[config.mk]
export PLATFORM = sky130hd
export DESIGN_NAME = casc_counter_stage
export DESIGN_NICKNAME = d
export VERILOG_FILES = /design/src/rtl/casc_counter_pkg.sv /design/src/rtl/casc_step_decode.sv /design/src/rtl/casc_next_value.sv /design/src/rtl/casc_carry_detect.sv /design/src/rtl/casc_counter_stage.sv
export SDC_FILE = /design/constraint.sdc
export NUM_CORES = 1
export LEC_CHECK = 0
export BUFFER_PORTS_ARGS = -buffer_cell sky130_fd_sc_hd__buf_2
export CORE_AREA = 3 3 40 42
export DETAILED_ROUTE_END_ITERATION = 16
export DIE_AREA = 0 0 43 45
export GPL_TIMING_DRIVEN = 0
export PLACE_DENSITY_LB_ADDON = 0.12
export RECOVER_POWER = 25
export SLEW_MARGIN = 5
export SYNTH_ARGS = -nofsm -noshare
export SYNTH_HDL_FRONTEND = slang
export SYNTH_HIERARCHICAL = 1
export SYNTH_SLANG_ARGS = --single-unit
[constraint.sdc]
create_clock -name clk -period 2.1 [get_ports clk]
set_input_delay 0.21 -clock clk [delete_from_list [all_inputs] [get_ports clk]]
set_output_delay 0.21 -clock clk [all_outputs]
set_load 0.01 [all_outputs]
[src/rtl/casc_counter_pkg.sv]
package casc_counter_pkg;
  typedef enum logic [1:0] {
    STEP_HOLD  = 2'd0,
    STEP_INCR  = 2'd1,
    STEP_LOAD  = 2'd2
  } step_e;
endpackage

[src/rtl/casc_step_decode.sv]
module casc_step_decode
  import casc_counter_pkg::*;
(
  input  logic  load_n,
  input  logic  en_local,
  input  logic  en_chain,
  output step_e step
);
  // Priority: load over increment over hold (reset is handled in the register).
  always_comb begin
    if (!load_n)                    step = STEP_LOAD;
    else if (en_local && en_chain)  step = STEP_INCR;
    else                            step = STEP_HOLD;
  end
endmodule

[src/rtl/casc_next_value.sv]
module casc_next_value
  import casc_counter_pkg::*;
#(
  parameter int WIDTH = 4
) (
  input  step_e            step,
  input  logic [WIDTH-1:0] cur,
  input  logic [WIDTH-1:0] preset,
  output logic [WIDTH-1:0] nxt
);
  localparam logic [WIDTH-1:0] ONE = WIDTH'(1);

  logic [WIDTH-1:0] incremented;

  // Natural overflow of the WIDTH-bit add gives the modulo wrap.
  assign incremented = cur + ONE;

  always_comb begin
    unique case (step)
      STEP_LOAD: nxt = preset;
      STEP_INCR: nxt = incremented;
      default:   nxt = cur;
    endcase
  end
endmodule

[src/rtl/casc_carry_detect.sv]
module casc_carry_detect #(
  parameter int WIDTH = 4
) (
  input  logic [WIDTH-1:0] cur,
  input  logic             en_chain,
  output logic             carry_out
);
  logic [WIDTH-1:0] ones_prefix;

  // AND chain over the count bits, built bit by bit.
  for (genvar i = 0; i < WIDTH; i++) begin : g_and
    if (i == 0) begin : g_first
      assign ones_prefix[i] = cur[i];
    end else begin : g_rest
      assign ones_prefix[i] = ones_prefix[i-1] & cur[i];
    end
  end

  assign carry_out = ones_prefix[WIDTH-1] & en_chain;
endmodule

[src/rtl/casc_counter_stage.sv]
module casc_counter_stage
  import casc_counter_pkg::*;
#(
  parameter int WIDTH = 4
) (
  input  logic             clk,
  input  logic             rst_n,
  input  logic             load_n,
  input  logic             en_local,
  input  logic             en_chain,
  input  logic [WIDTH-1:0] preset,
  output logic [WIDTH-1:0] count,
  output logic             carry_out
);
  localparam logic [WIDTH-1:0] ALL_ONES = {WIDTH{1'b1}};
  localparam logic [WIDTH-1:0] ONE      = WIDTH'(1);

  step_e            step;
  logic [WIDTH-1:0] count_q;
  logic [WIDTH-1:0] count_d;
  logic             reg_en;

  casc_step_decode u_decode (
    .load_n   (load_n),
    .en_local (en_local),
    .en_chain (en_chain),
    .step     (step)
  );

  casc_next_value #(.WIDTH(WIDTH)) u_next (
    .step   (step),
    .cur    (count_q),
    .preset (preset),
    .nxt    (count_d)
  );

  casc_carry_detect #(.WIDTH(WIDTH)) u_carry (
    .cur       (count_q),
    .en_chain  (en_chain),
    .carry_out (carry_out)
  );

  // Explicit clock enable: the register only updates on load or increment.
  assign reg_en = (step != STEP_HOLD);

  always_ff @(posedge clk or negedge rst_n) begin
    if (!rst_n)      count_q <= '0;
    else if (reg_en) count_q <= count_d;
  end

  assign count = count_q;

  // clear dominates while reset is held
  always_ff @(posedge clk) begin
    if (!rst_n) begin
      p_clear_r1: assert (count == '0 && !carry_out)
        else $error("R1 clear not held");
    end
  end

  p_load_r2: assert property (@(posedge clk) disable iff (!rst_n)
    !load_n |=> count == $past(preset));

  p_incr_r3: assert property (@(posedge clk) disable iff (!rst_n)
    (load_n && en_local && en_chain) |=> count == $past(count) + ONE);

  p_hold_r4: assert property (@(posedge clk) disable iff (!rst_n)
    (load_n && !(en_local && en_chain)) |=> $stable(count));

  p_wrap_r5: assert property (@(posedge clk) disable iff (!rst_n)
    (load_n && en_local && en_chain && count == ALL_ONES) |=> count == '0);

  p_carry_gate_r6: assert property (@(posedge clk) disable iff (!rst_n)
    carry_out |-> (en_chain && count == ALL_ONES));

  p_carry_free_r6: assert property (@(posedge clk) disable iff (!rst_n)
    (en_chain && count == ALL_ONES) |-> carry_out);
endmodule

==> run_results.csv, run 1 <==
group,metric,value,unit
cts,hold_buffers,1,
timing,setup-tns-final,0,ns
timing,timing.hold.ws,0.338,ns
route,post-route-drc-count,0,
yosys,synth_fp_nets,49,
placement,place_hpwl,626,um
final_layout,area_taken_by_multi_input_logic_gates,229,um^2
pwr,max-vdd-ir-drop,0.138,mV
yosys,yosysUniqueCellTypes,18,
global_routing,grt_max_degree,11,
cts,cts_post_setup_buffers_inserted,0,
global_routing,grt_antenna_before_repair,0,
final_layout,layout-area-overhead-vs-synth,32.4,%
final_layout,seq_area,100,um^2
cts,clock_buffer_count_from_cts,3,
global_routing,global_route.usage.met3,2.39,%
global_routing,grt_use_met2,15.0,%
timing,worst_slew_pin_slew,0.220,ns
setup_path,path_max_fanout,10,
timing,period_minus_slack,1.80,ns
final_layout,insertedDiodeCount,0,
final_layout,largest_register_ffs,4,
floorplan,chipHeight,45,um
placement,io_buffers,13,
cts,post_cts_gate_resize_count,0,
global_routing,wire_length_of_the_first_global_routing_pass,1200,um
yosys,netlist_instances,37,
global_routing,gr-usage-met1,9.20,%
timing,max_freq,0.556,GHz
job,max_cap_violations,0,
setup_path,criticalPathCategory,"primary input to flip-flop",
yosys,synth_area_in_compound_gates,13.4,%
setup_path,worstRegToRegCells,4,
cts,tritoncts,"built",
route,total_routed_length,758,um
pwr,power.density,696,nW/um^2
yosys,post_synthesis_mean_instance_area,9.60,um^2
yosys,synth_enable_flop_cells,0,
status,run_status,"finished clean",
global_routing,grt_overflow,0,
setup_path,worst-r2r-setup-slack,0.45,ns
timing,final.setup_skew,0.00192,ns
placement,gpl.final_weighted_congestion,0.670,
cts,cts.htree.levels,1,
cts,cts-root-buf,"clkbuf_4",
floorplan,io_pins,14,
timing,total_count_of_hold_check_failures_in_the_final_report,0,
global_routing,grt_usage,8.84,%
floorplan,start_util,27.7,%
floorplan,placeableCoreArea,1280,um^2
cts,clock_insertion_delay_worst_skew,0.23,ns
yosys,cell_area_after_synthesis,355,um^2
final_layout,nNetsFinal,68,
timing,maxSlewViolCount,0,
timing,timing.final.ws_setup,0.302,ns
route,route.detailed.wl_per_inst,11.0,um
yosys,synthFlopType,"dfrtp_1",
floorplan,die_width,43,um
yosys,synth_sequential_area_ratio,28.2,%
placement,detailedPlace.worstSlack,0.0557,ns
route,initialDrtViolationCount,8,
yosys,synth-xor-area-share,0,%
final_layout,layout.filler_cells,139,
global_routing,number_of_global_route_vias_before_repair,319,
setup_path,worst_ep_arrival_time,1.91,ns
floorplan,row_count,13,
route,ant_nets,0,
setup_path,cp-start-kind,"primary input",
setup_path,endpoint_kind,"flip-flop",
global_routing,grt_most_used_layer,"met2",
cts,cts.sinks,4,
timing,grt_setup_unrepaired,"no",
setup_path,start_of_the_worst_register_to_register_path,"count[0]$_DFFE_PN0P_",
yosys,synth_warnings,6,
yosys,main_combinational_cell_family_by_area_after_synthesis,"multiplexers",
floorplan,design.die.area,1940,um^2
route,dr_total_vias,323,
yosys,synthMuxAreaShare,23.2,%
timing,timing.final.setup_violations,0,
setup_path,data_required_critical_path,2.21,ns
cts,ctsLongestPathBuffers,2,
cts,clkSlewWorstSetupHoldPaths,0.04,ns
yosys,ys_ff_latch,4,
final_layout,drive_above_1_share,42.6,%
pwr,leakage,0.248,nW
yosys,post_synth_and_or_nand_nor_area_fraction,17.3,%
yosys,yosys.area_share.adder,10.6,%
route,vias_per_cell,4.68,
setup_path,regToRegEndpoint,"count[2]$_DFFE_PN0P_",
timing,timing.max_slew.rel_slack,85.4,%
route,detail_route.first_pass.iterations,4,
yosys,synth-async-reset-ratio,100,%
worst_hold_path,hold_path_class,"primary input to asynchronous set/reset pin",
timing,final_min_period_over_clock_period,85.6,%
-- routing by layer --
metal / wire (um) / vias up
li1: - / 167
met1: 340 / 140
met2: 364 / 14
met3: 43 / 2
met4: 9 / 0
met5: 0 / -
-- cells in the final DEF (no fill, tap or decap) --
cell	n
nand3_1	2
inv_1	4
and3_1	1
a221o_2	1
a22oi_1	1
nor2_4	1
nor2_1	5
a21oi_1	1
dlygate4sd3_1	1
clkbuf_1	1
mux2_2	1
buf_2	12
nand2_1	4
ha_1	3
mux2_4	4
a221o_1	1
dfrtp_1	4
clkbuf_4	3
buf_6	1
a221oi_1	1
o21ai_0	1
mux2_1	1
-- worst max path at each step --
stage	start	to	slack [ns]	cells after the start
2_1_floorplan	load_n	count[2]$_DFFE_PN0P_	0.22	8
3_3_place_gp	load_n	count[2]$_DFFE_PN0P_	0.09	9
3_5_place_dp	load_n	count[2]$_DFFE_PN0P_	0.06	9
4_1_cts	load_n	count[3]$_DFFE_PN0P_	0.29	9
5_1_grt	load_n	count[3]$_DFFE_PN0P_	0.22	9
6_report	load_n	count[2]$_DFFE_PN0P_	0.30	9
-- cells by family after synthesis --
kind of cell | after synthesis
buffers and inverters | 5
AO/OA/AOI/OAI | 6
AND/OR/NAND/NOR | 13
flip-flops | 4
multiplexers | 6
adder cells (fa/ha/maj) | 3
-- cell type report --
cell class	instances	share of cell area (%)
Buffer	1	2.39
Clock buffer	3	4.79
Inverter	4	3.19
Multi-Input combinational cell	28	48.7
Sequential cell	4	21.3
Tap cell	15	3.99
Timing Repair Buffer	14	15.7
-- per-stage QoR --
| stage | power [mW] | cells | util (%) | cell area [um^2] |
|---|---|---|---|---|
| floorplan | 0.196 | 37 | - | 355 |
| global placement | 0.231 | 65 | 34.2 | 439 |
| detailed placement | 0.237 | 65 | 34.2 | 439 |
| CTS | 0.334 | 69 | 36.7 | 472 |
| global route | 0.354 | 69 | 36.6 | 470 |
| finish | 0.327 | 69 | 36.6 | 470 |
-- power by group --
part / switching (mW) / internal, mW
combinational: 0.0476 / 0.0674
sequential: 0.0258 / 0.0931
clock: 0.0297 / 0.0638
total: 0.103 / 0.224
-- cell usage after synthesis (2+ instances only) --
cell	count	area, um^2
nand2_1	4	15.0
mux2_4	4	60.1
inv_1	4	15.0
nor2_1	5	18.8
dfrtp_1	4	100
nand3_1	2	10.0
ha_1	3	37.5
-- critical path, stage by stage --
cell     delay (ns)
buf_2          0.08
and3_1         0.24
inv_1          0.06
ha_1           0.29
buf_6          0.13
nor2_1         0.05
mux2_2         0.26
a221o_2        0.33
mux2_4         0.26
No activity file was read; power rests on OpenSTA's default activity.
==> run 2: changes to the inputs <==
- ABC_AREA: unset -> 1
- MAX_ROUTING_LAYER: unset -> met4
==> run 2 against run 1 <==
  * Register-to-register slack better by 0.37 ns
  * Synthesized area is 4.9% lower
  * Clock-buffer cell count stayed put
  * Sequential share of layout area is 0.82 points higher
  * Synthesized cell count is 38% higher
  * Largest power group unchanged
  * Non-clock buffer count is 1 lower
  * Via count is 17% higher
  * Sequential cell count stayed put
  * Critical path depth is 2 higher
  * Die area stayed put
==> run_results.csv, run 2 <==
group,metric,value,unit
yosys,synth_fp_nets,63,
route,route.detailed.wl_per_inst,10.4,um
setup_path,cp-startpoint,"load_n",
timing,timing.final.setup_violations,0,
route,dr_total_vias,377,
pwr,power.density,669,nW/um^2
yosys,dominant_cell_by_count_in_the_synthesized_netlist,"nand2_1",
timing,maxSlewViolCount,0,
cts,ctsLongestPathBuffers,2,
placement,place_hpwl,654,um
setup_path,crit_path_top_delay_cell,"ha_1",
floorplan,die_width,43,um
setup_path,endpoint_kind,"flip-flop",
yosys,yosysUniqueCellTypes,13,
global_routing,grt_usage,11.0,%
pwr,leakage,0.241,nW
floorplan,row_count,13,
setup_path,worstSetupEndpoint,"count[0]$_DFFE_PN0P_",
setup_path,worst-r2r-setup-slack,0.82,ns
final_layout,drive_above_1_share,27.9,%
yosys,yosys.area.top_type_share,29.6,%
cts,cts-root-buf,"clkbuf_4",
cts,clkSlewWorstSetupHoldPaths,0.04,ns
cts,tritoncts,"built",
route,post-route-drc-count,0,
setup_path,regToRegEndpoint,"count[2]$_DFFE_PN0P_",
yosys,cell_area_after_synthesis,338,um^2
timing,total_count_of_hold_check_failures_in_the_final_report,0,
final_layout,layout-area-overhead-vs-synth,34.1,%
setup_path,data_required_critical_path,2.22,ns
yosys,ys_ff_latch,4,
cts,clock_insertion_delay_worst_skew,0.23,ns
route,vias_per_cell,4.54,
setup_path,start_of_the_worst_register_to_register_path,"count[0]$_DFFE_PN0P_",
yosys,synth_enable_flop_cells,0,
yosys,synthFlopType,"dfrtp_1",
final_layout,post-route-util,35.2,%
global_routing,grt_antenna_before_repair,0,
floorplan,placeableCoreArea,1280,um^2
floorplan,io_pins,14,
placement,gpl.final_weighted_congestion,0.654,
yosys,synth_top_cells_by_area,"dfrtp_1, nand2_1, ha_1, a21oi_1, o21ai_0",
setup_path,cp_cell_sequence,"buf_2, inv_2, nor2_2, inv_1, ha_1, inv_1, o21ai_0, a21oi_1, nor2_1, o21ai_0, nand2_1",
setup_path,worstRegToRegCells,6,
timing,worst_slew_pin_slew,0.278,ns
setup_path,criticalPathCategory,"primary input to flip-flop",
pwr,max-vdd-ir-drop,0.459,mV
cts,cts_post_setup_buffers_inserted,0,
yosys,post_synthesis_mean_instance_area,6.62,um^2
setup_path,worst_ep_arrival_time,1.56,ns
cts,hold_buffers,1,
yosys,synth_top_area_cell,"dfrtp_1",
floorplan,start_util,26.3,%
status,run_status,"finished clean",
final_layout,layout_commonest_cell,"nand2_1",
global_routing,grt_max_degree,9,
cts,clock_buffer_count_from_cts,3,
timing,final.setup_skew,0.00133,ns
worst_hold_path,hold_path_class,"primary input to asynchronous set/reset pin",
route,total_routed_length,867,um
job,max_cap_violations,0,
yosys,synth_warnings,6,
timing,setup-tns-final,0,ns
floorplan,chipHeight,45,um
route,ant_nets,0,
yosys,synth_sequential_area_ratio,29.6,%
yosys,synth-async-reset-ratio,100,%
placement,io_buffers,13,
global_routing,grt_overflow,0,
timing,timing.max_slew.rel_slack,81.4,%
route,initialDrtViolationCount,6,
timing,timing.hold.ws,0.333,ns
cts,post_cts_gate_resize_count,0,
route,detail_route.first_pass.iterations,3,
setup_path,cp-start-kind,"primary input",
pwr,total_power,0.303,mW
yosys,ys_top_cells_by_count,"nand2_1, a21oi_1, nor2_1",
final_layout,nNetsFinal,82,
timing,grt_setup_unrepaired,"no",
cts,cts.htree.levels,1,
timing,final_min_period_over_clock_period,68.7,%
global_routing,number_of_global_route_vias_before_repair,343,
setup_path,critical-path-max-stage-delay,0.34,ns
timing,period_minus_slack,1.44,ns
timing,max_freq,0.693,GHz
global_routing,wire_length_of_the_first_global_routing_pass,1480,um
setup_path,path_max_fanout,8,
cts,cts.sinks,4,
final_layout,insertedDiodeCount,0,
final_layout,most-common-layout-cells,"nand2_1, buf_2, nor2_1, a21oi_1",
yosys,netlist_instances,51,
final_layout,largest_register_ffs,4,
floorplan,design.die.area,1940,um^2
## run 2: report_power, final
| group | leakage (nW) | internal (mW) | switching, mW |
|---|---|---|---|
| Clock | 0.0138 | 0.0638 | 0.0300 |
| Combinational | 0.177 | 0.0416 | 0.0502 |
| Sequential | 0.0496 | 0.0907 | 0.0269 |
## run 2: final cells by class
cell class,count,area (um^2)
Inverter,6,22.5
Multi-Input combinational cell,41,215
Clock buffer,3,22.5
Fill cell,150,832
Tap cell,15,18.8
Sequential cell,4,100
Timing Repair Buffer,14,73.8
## run 2: stage by stage
stage,cells,setup WS [ns],instance area [um^2]
2_1_floorplan,51,0.663,338
3_3_place_gp,79,0.401,422
3_5_place_dp,79,0.409,422
4_1_cts,83,0.653,454
5_1_grt,83,0.477,453
6_report,83,0.657,453
## run 2: logic make-up after synthesis
logic type                 count (synthesis)  synth area share, %
and+or+nand+nor                           25                 31.1
adders and majority gates                  3                 11.1
xor gates and xnor gates                   1                 2.59
DFF                                        4                 29.6
AOI/OAI and AO/OA                         12                 18.9
buffers and inverters                      6                 6.67
## run 2: worst min path at each step
stage | start | to | slack (ns) | depth (start not counted)
after floorplan | rst_n | count[0]$_DFFE_PN0P_ | -0.09 | 0
after detailed placement | rst_n | count[0]$_DFFE_PN0P_ | 0.02 | 1
after global routing | rst_n | count[1]$_DFFE_PN0P_ | 0.36 | 2
after CTS | rst_n | count[2]$_DFFE_PN0P_ | 0.30 | 2
final | rst_n | count[3]$_DFFE_PN0P_ | 0.33 | 2
after global placement | rst_n | count[0]$_DFFE_PN0P_ | 0.02 | 1
## run 2: layer usage
layer | wire length (um) | vias up | global-route usage (%)
met5 | 0 | - | -
met4 | 0 | 0 | 3.61
met2 | 364 | 14 | 15.6
met1 | 415 | 161 | 13.1
met3 | 87 | 0 | 6.37
li1 | - | 202 | -
## run 2: worst max-delay path: cells and delay by family
| family | cells | cell delay [ns] |
|---|---|---|
| compound gates | 3 | 0.29 |
| fa+ha+maj | 1 | 0.34 |
| buf+inv | 4 | 0.35 |
| simple gates | 3 | 0.34 |
==> run 3: changes to the inputs <==
- clock period: 2.1 -> 1.25 ns (I/O delays scaled with it)
==> run 3 against run 2 <==
  * Final cell count grew 3.6%
  * Final area grew 14%
  * First-iteration DRC count grew 17%
  * Sequential share of layout area shrank 2.2 points
  * Largest cell class unchanged
  * Register-to-register slack lost 0.74 ns
  * Largest power group unchanged
  * Worst setup slack lost 0.57 ns
==> run_results.csv, run 3 (same netlist as run 2, synthesis figures left out) <==
group,metric,value,unit
job,max_cap_violations,0,
pwr,internal-power,0.357,mW
pwr,pwr-share-comb,34.7,%
route,dr_total_vias,406,
pwr,p_sw,0.198,mW
global_routing,grt_usage,10.3,%
worst_hold_path,hold_path_class,"primary input to asynchronous set/reset pin",
setup_path,crit_path_top_delay_cell,"dfrtp_2",
setup_path,worstRegToRegCells,6,
floorplan,chipHeight,45,um
timing,final_min_period_over_clock_period,93.3,%
timing,final.setup_skew,0.00383,ns
timing,timing.final.setup_violations,0,
timing,setup-tns-final,0,ns
final_layout,final-instance-count-excl-fill,86,
global_routing,number_of_global_route_vias_before_repair,328,
floorplan,placeableCoreArea,1280,um^2
global_routing,grt_overflow,0,
global_routing,global_route.usage.met3,5.98,%
setup_path,critical-path-max-stage-delay,0.45,ns
setup_path,worstSetupEndpoint,"count[2]$_DFFE_PN0P_",
setup_path,criticalPathCategory,"flip-flop to flip-flop",
cts,cts.htree.levels,1,
timing,timing.max_slew.rel_slack,85.5,%
final_layout,drive_above_1_share,40.8,%
timing,timing.final.ws_setup,0.0842,ns
final_layout,nNetsFinal,85,
setup_path,cp-start-kind,"flip-flop",
placement,place_hpwl,652,um
global_routing,grt_antenna_before_repair,0,
cts,ctsLongestPathBuffers,2,
route,initialDrtViolationCount,7,
setup_path,cp.buffers_inverters,0,
final_layout,layout_commonest_cell,"nand2_1",
cts,cts.sinks,4,
setup_path,cp-startpoint,"count[0]$_DFFE_PN0P_",
setup_path,cp_cell_sequence,"ha_4, xor2_1, nand2_1, a21oi_2, o21ai_0, nand2_1",
floorplan,row_count,13,
pwr,clockPowerShare,29.2,%
setup_path,worst_ep_arrival_time,1.34,ns
final_layout,largest_register_ffs,4,
global_routing,grt_use_met2,15.6,%
setup_path,regToRegEndpoint,"count[2]$_DFFE_PN0P_",
pwr,leakage,0.254,nW
setup_path,critical-path-top-cell-by-count,"nand2_1",
timing,maxSlewViolCount,0,
floorplan,start_util,26.3,%
status,run_status,"finished clean",
setup_path,data_required_critical_path,1.43,ns
placement,io_buffers,13,
global_routing,wire_length_of_the_first_global_routing_pass,1300,um
timing,worst_slew_pin_slew,0.218,ns
route,total_routed_length,875,um
cts,clock_buffer_count_from_cts,3,
timing,timing.hold.ws,0.241,ns
route,ant_nets,0,
timing,total_count_of_hold_check_failures_in_the_final_report,0,
timing,period_minus_slack,1.17,ns
setup_path,start_of_the_worst_register_to_register_path,"count[0]$_DFFE_PN0P_",
floorplan,die_width,43,um
cts,clock_insertion_delay_worst_skew,0.24,ns
route,post-route-drc-count,0,
route,route.detailed.wl_per_inst,10.2,um
global_routing,grt_most_used_layer,"met2",
floorplan,design.die.area,1940,um^2
timing,grt_setup_unrepaired,"yes",
cts,tritoncts,"built",
route,detail_route.first_pass.iterations,3,
final_layout,layout-area-overhead-vs-synth,52.6,%
pwr,power.density,1080,nW/um^2
cts,clkSlewWorstSetupHoldPaths,0.04,ns
pwr,power_switching_share,35.6,%
pwr,max-vdd-ir-drop,0.875,mV
final_layout,most-common-layout-cells,"nand2_1, buf_2, nor2_1",
cts,cts-root-buf,"clkbuf_4",
placement,gpl.final_weighted_congestion,0.713,
setup_path,worst-r2r-setup-slack,0.08,ns
floorplan,io_pins,14,
global_routing,gr-usage-met1,9.90,%
final_layout,layout.filler_cells,144,
timing,max_freq,0.858,GHz
global_routing,grt_max_degree,9,
placement,placedCellCount,79,
setup_path,timing.critical_path.depth,6,
final_layout,insertedDiodeCount,0,
pwr,power.share.sequential,36.2,%
setup_path,timing.critical_path.max_delay_family,"flip-flops",
setup_path,endpoint_kind,"flip-flop",
setup_path,path_max_fanout,7,
route,vias_per_cell,4.72,
placement,detailedPlace.worstSlack,-0.200,ns
-- run 3: per-layer routing --
metal,up-vias,wire [um]
li1,208,-
met1,184,391
met2,12,401
met3,2,62
met4,0,19
met5,-,0
-- run 3: power groups by stage --
stage	sequential [mW]	clock (mW)	combinational (mW)
global route	0.206	0.184	0.216
global placement	0.198	0	0.161
detailed placement	0.196	0	0.162
floorplan	0.198	0	0.0959
CTS	0.195	0.168	0.165
finish	0.201	0.162	0.192
-- run 3: worst min-delay path by stage --
stage                     startpoint                    to  slack, ns  cells after the start
after CTS                      rst_n  count[2]$_DFFE_PN0P_       0.21                      2
after global routing           rst_n  count[2]$_DFFE_PN0P_       0.28                      2
after floorplan                rst_n  count[0]$_DFFE_PN0P_      -0.17                      0
after global placement         rst_n  count[3]$_DFFE_PN0P_      -0.07                      1
final                          rst_n  count[2]$_DFFE_PN0P_       0.24                      2
after detailed placement       rst_n  count[3]$_DFFE_PN0P_      -0.07                      1
-- run 3: cell type report --
class / count / area (um^2) / share of cell area (%)
timing repair buffer: 17 / 96.3 / 18.7
inverter: 6 / 22.5 / 4.37
multi-input combinational: 41 / 253 / 49.0
sequential: 4 / 103 / 19.9
clock buffer: 3 / 22.5 / 4.37
tap: 15 / 18.8 / 3.64
-- run 3: repair_timing --
item | CTS | global route
hold endpoints to repair | 4 | 0
resized for setup | 0 | 5
setup endpoints to repair | 0 | 3
setup buffers | 0 | 3
hold buffers | 1 | 0
-- run 3: per-stage QoR --
| step | util, % | power (mW) | instance area, um^2 |
|---|---|---|---|
| final | 40.1 | 0.555 | 515 |
| after global routing | 40.1 | 0.606 | 515 |
| after CTS | 36.7 | 0.528 | 472 |
| after detailed placement | 34.2 | 0.358 | 439 |
| after global placement | 34.2 | 0.359 | 439 |
| after floorplan | - | 0.294 | 355 |
-- run 3: worst reg2reg max path, cell delays in order (launching register included) --
cell     delay, ns
dfrtp_2       0.45
ha_4          0.18
xor2_1        0.14
nand2_1       0.08
a21oi_2       0.11
o21ai_0       0.08
nand2_1       0.06
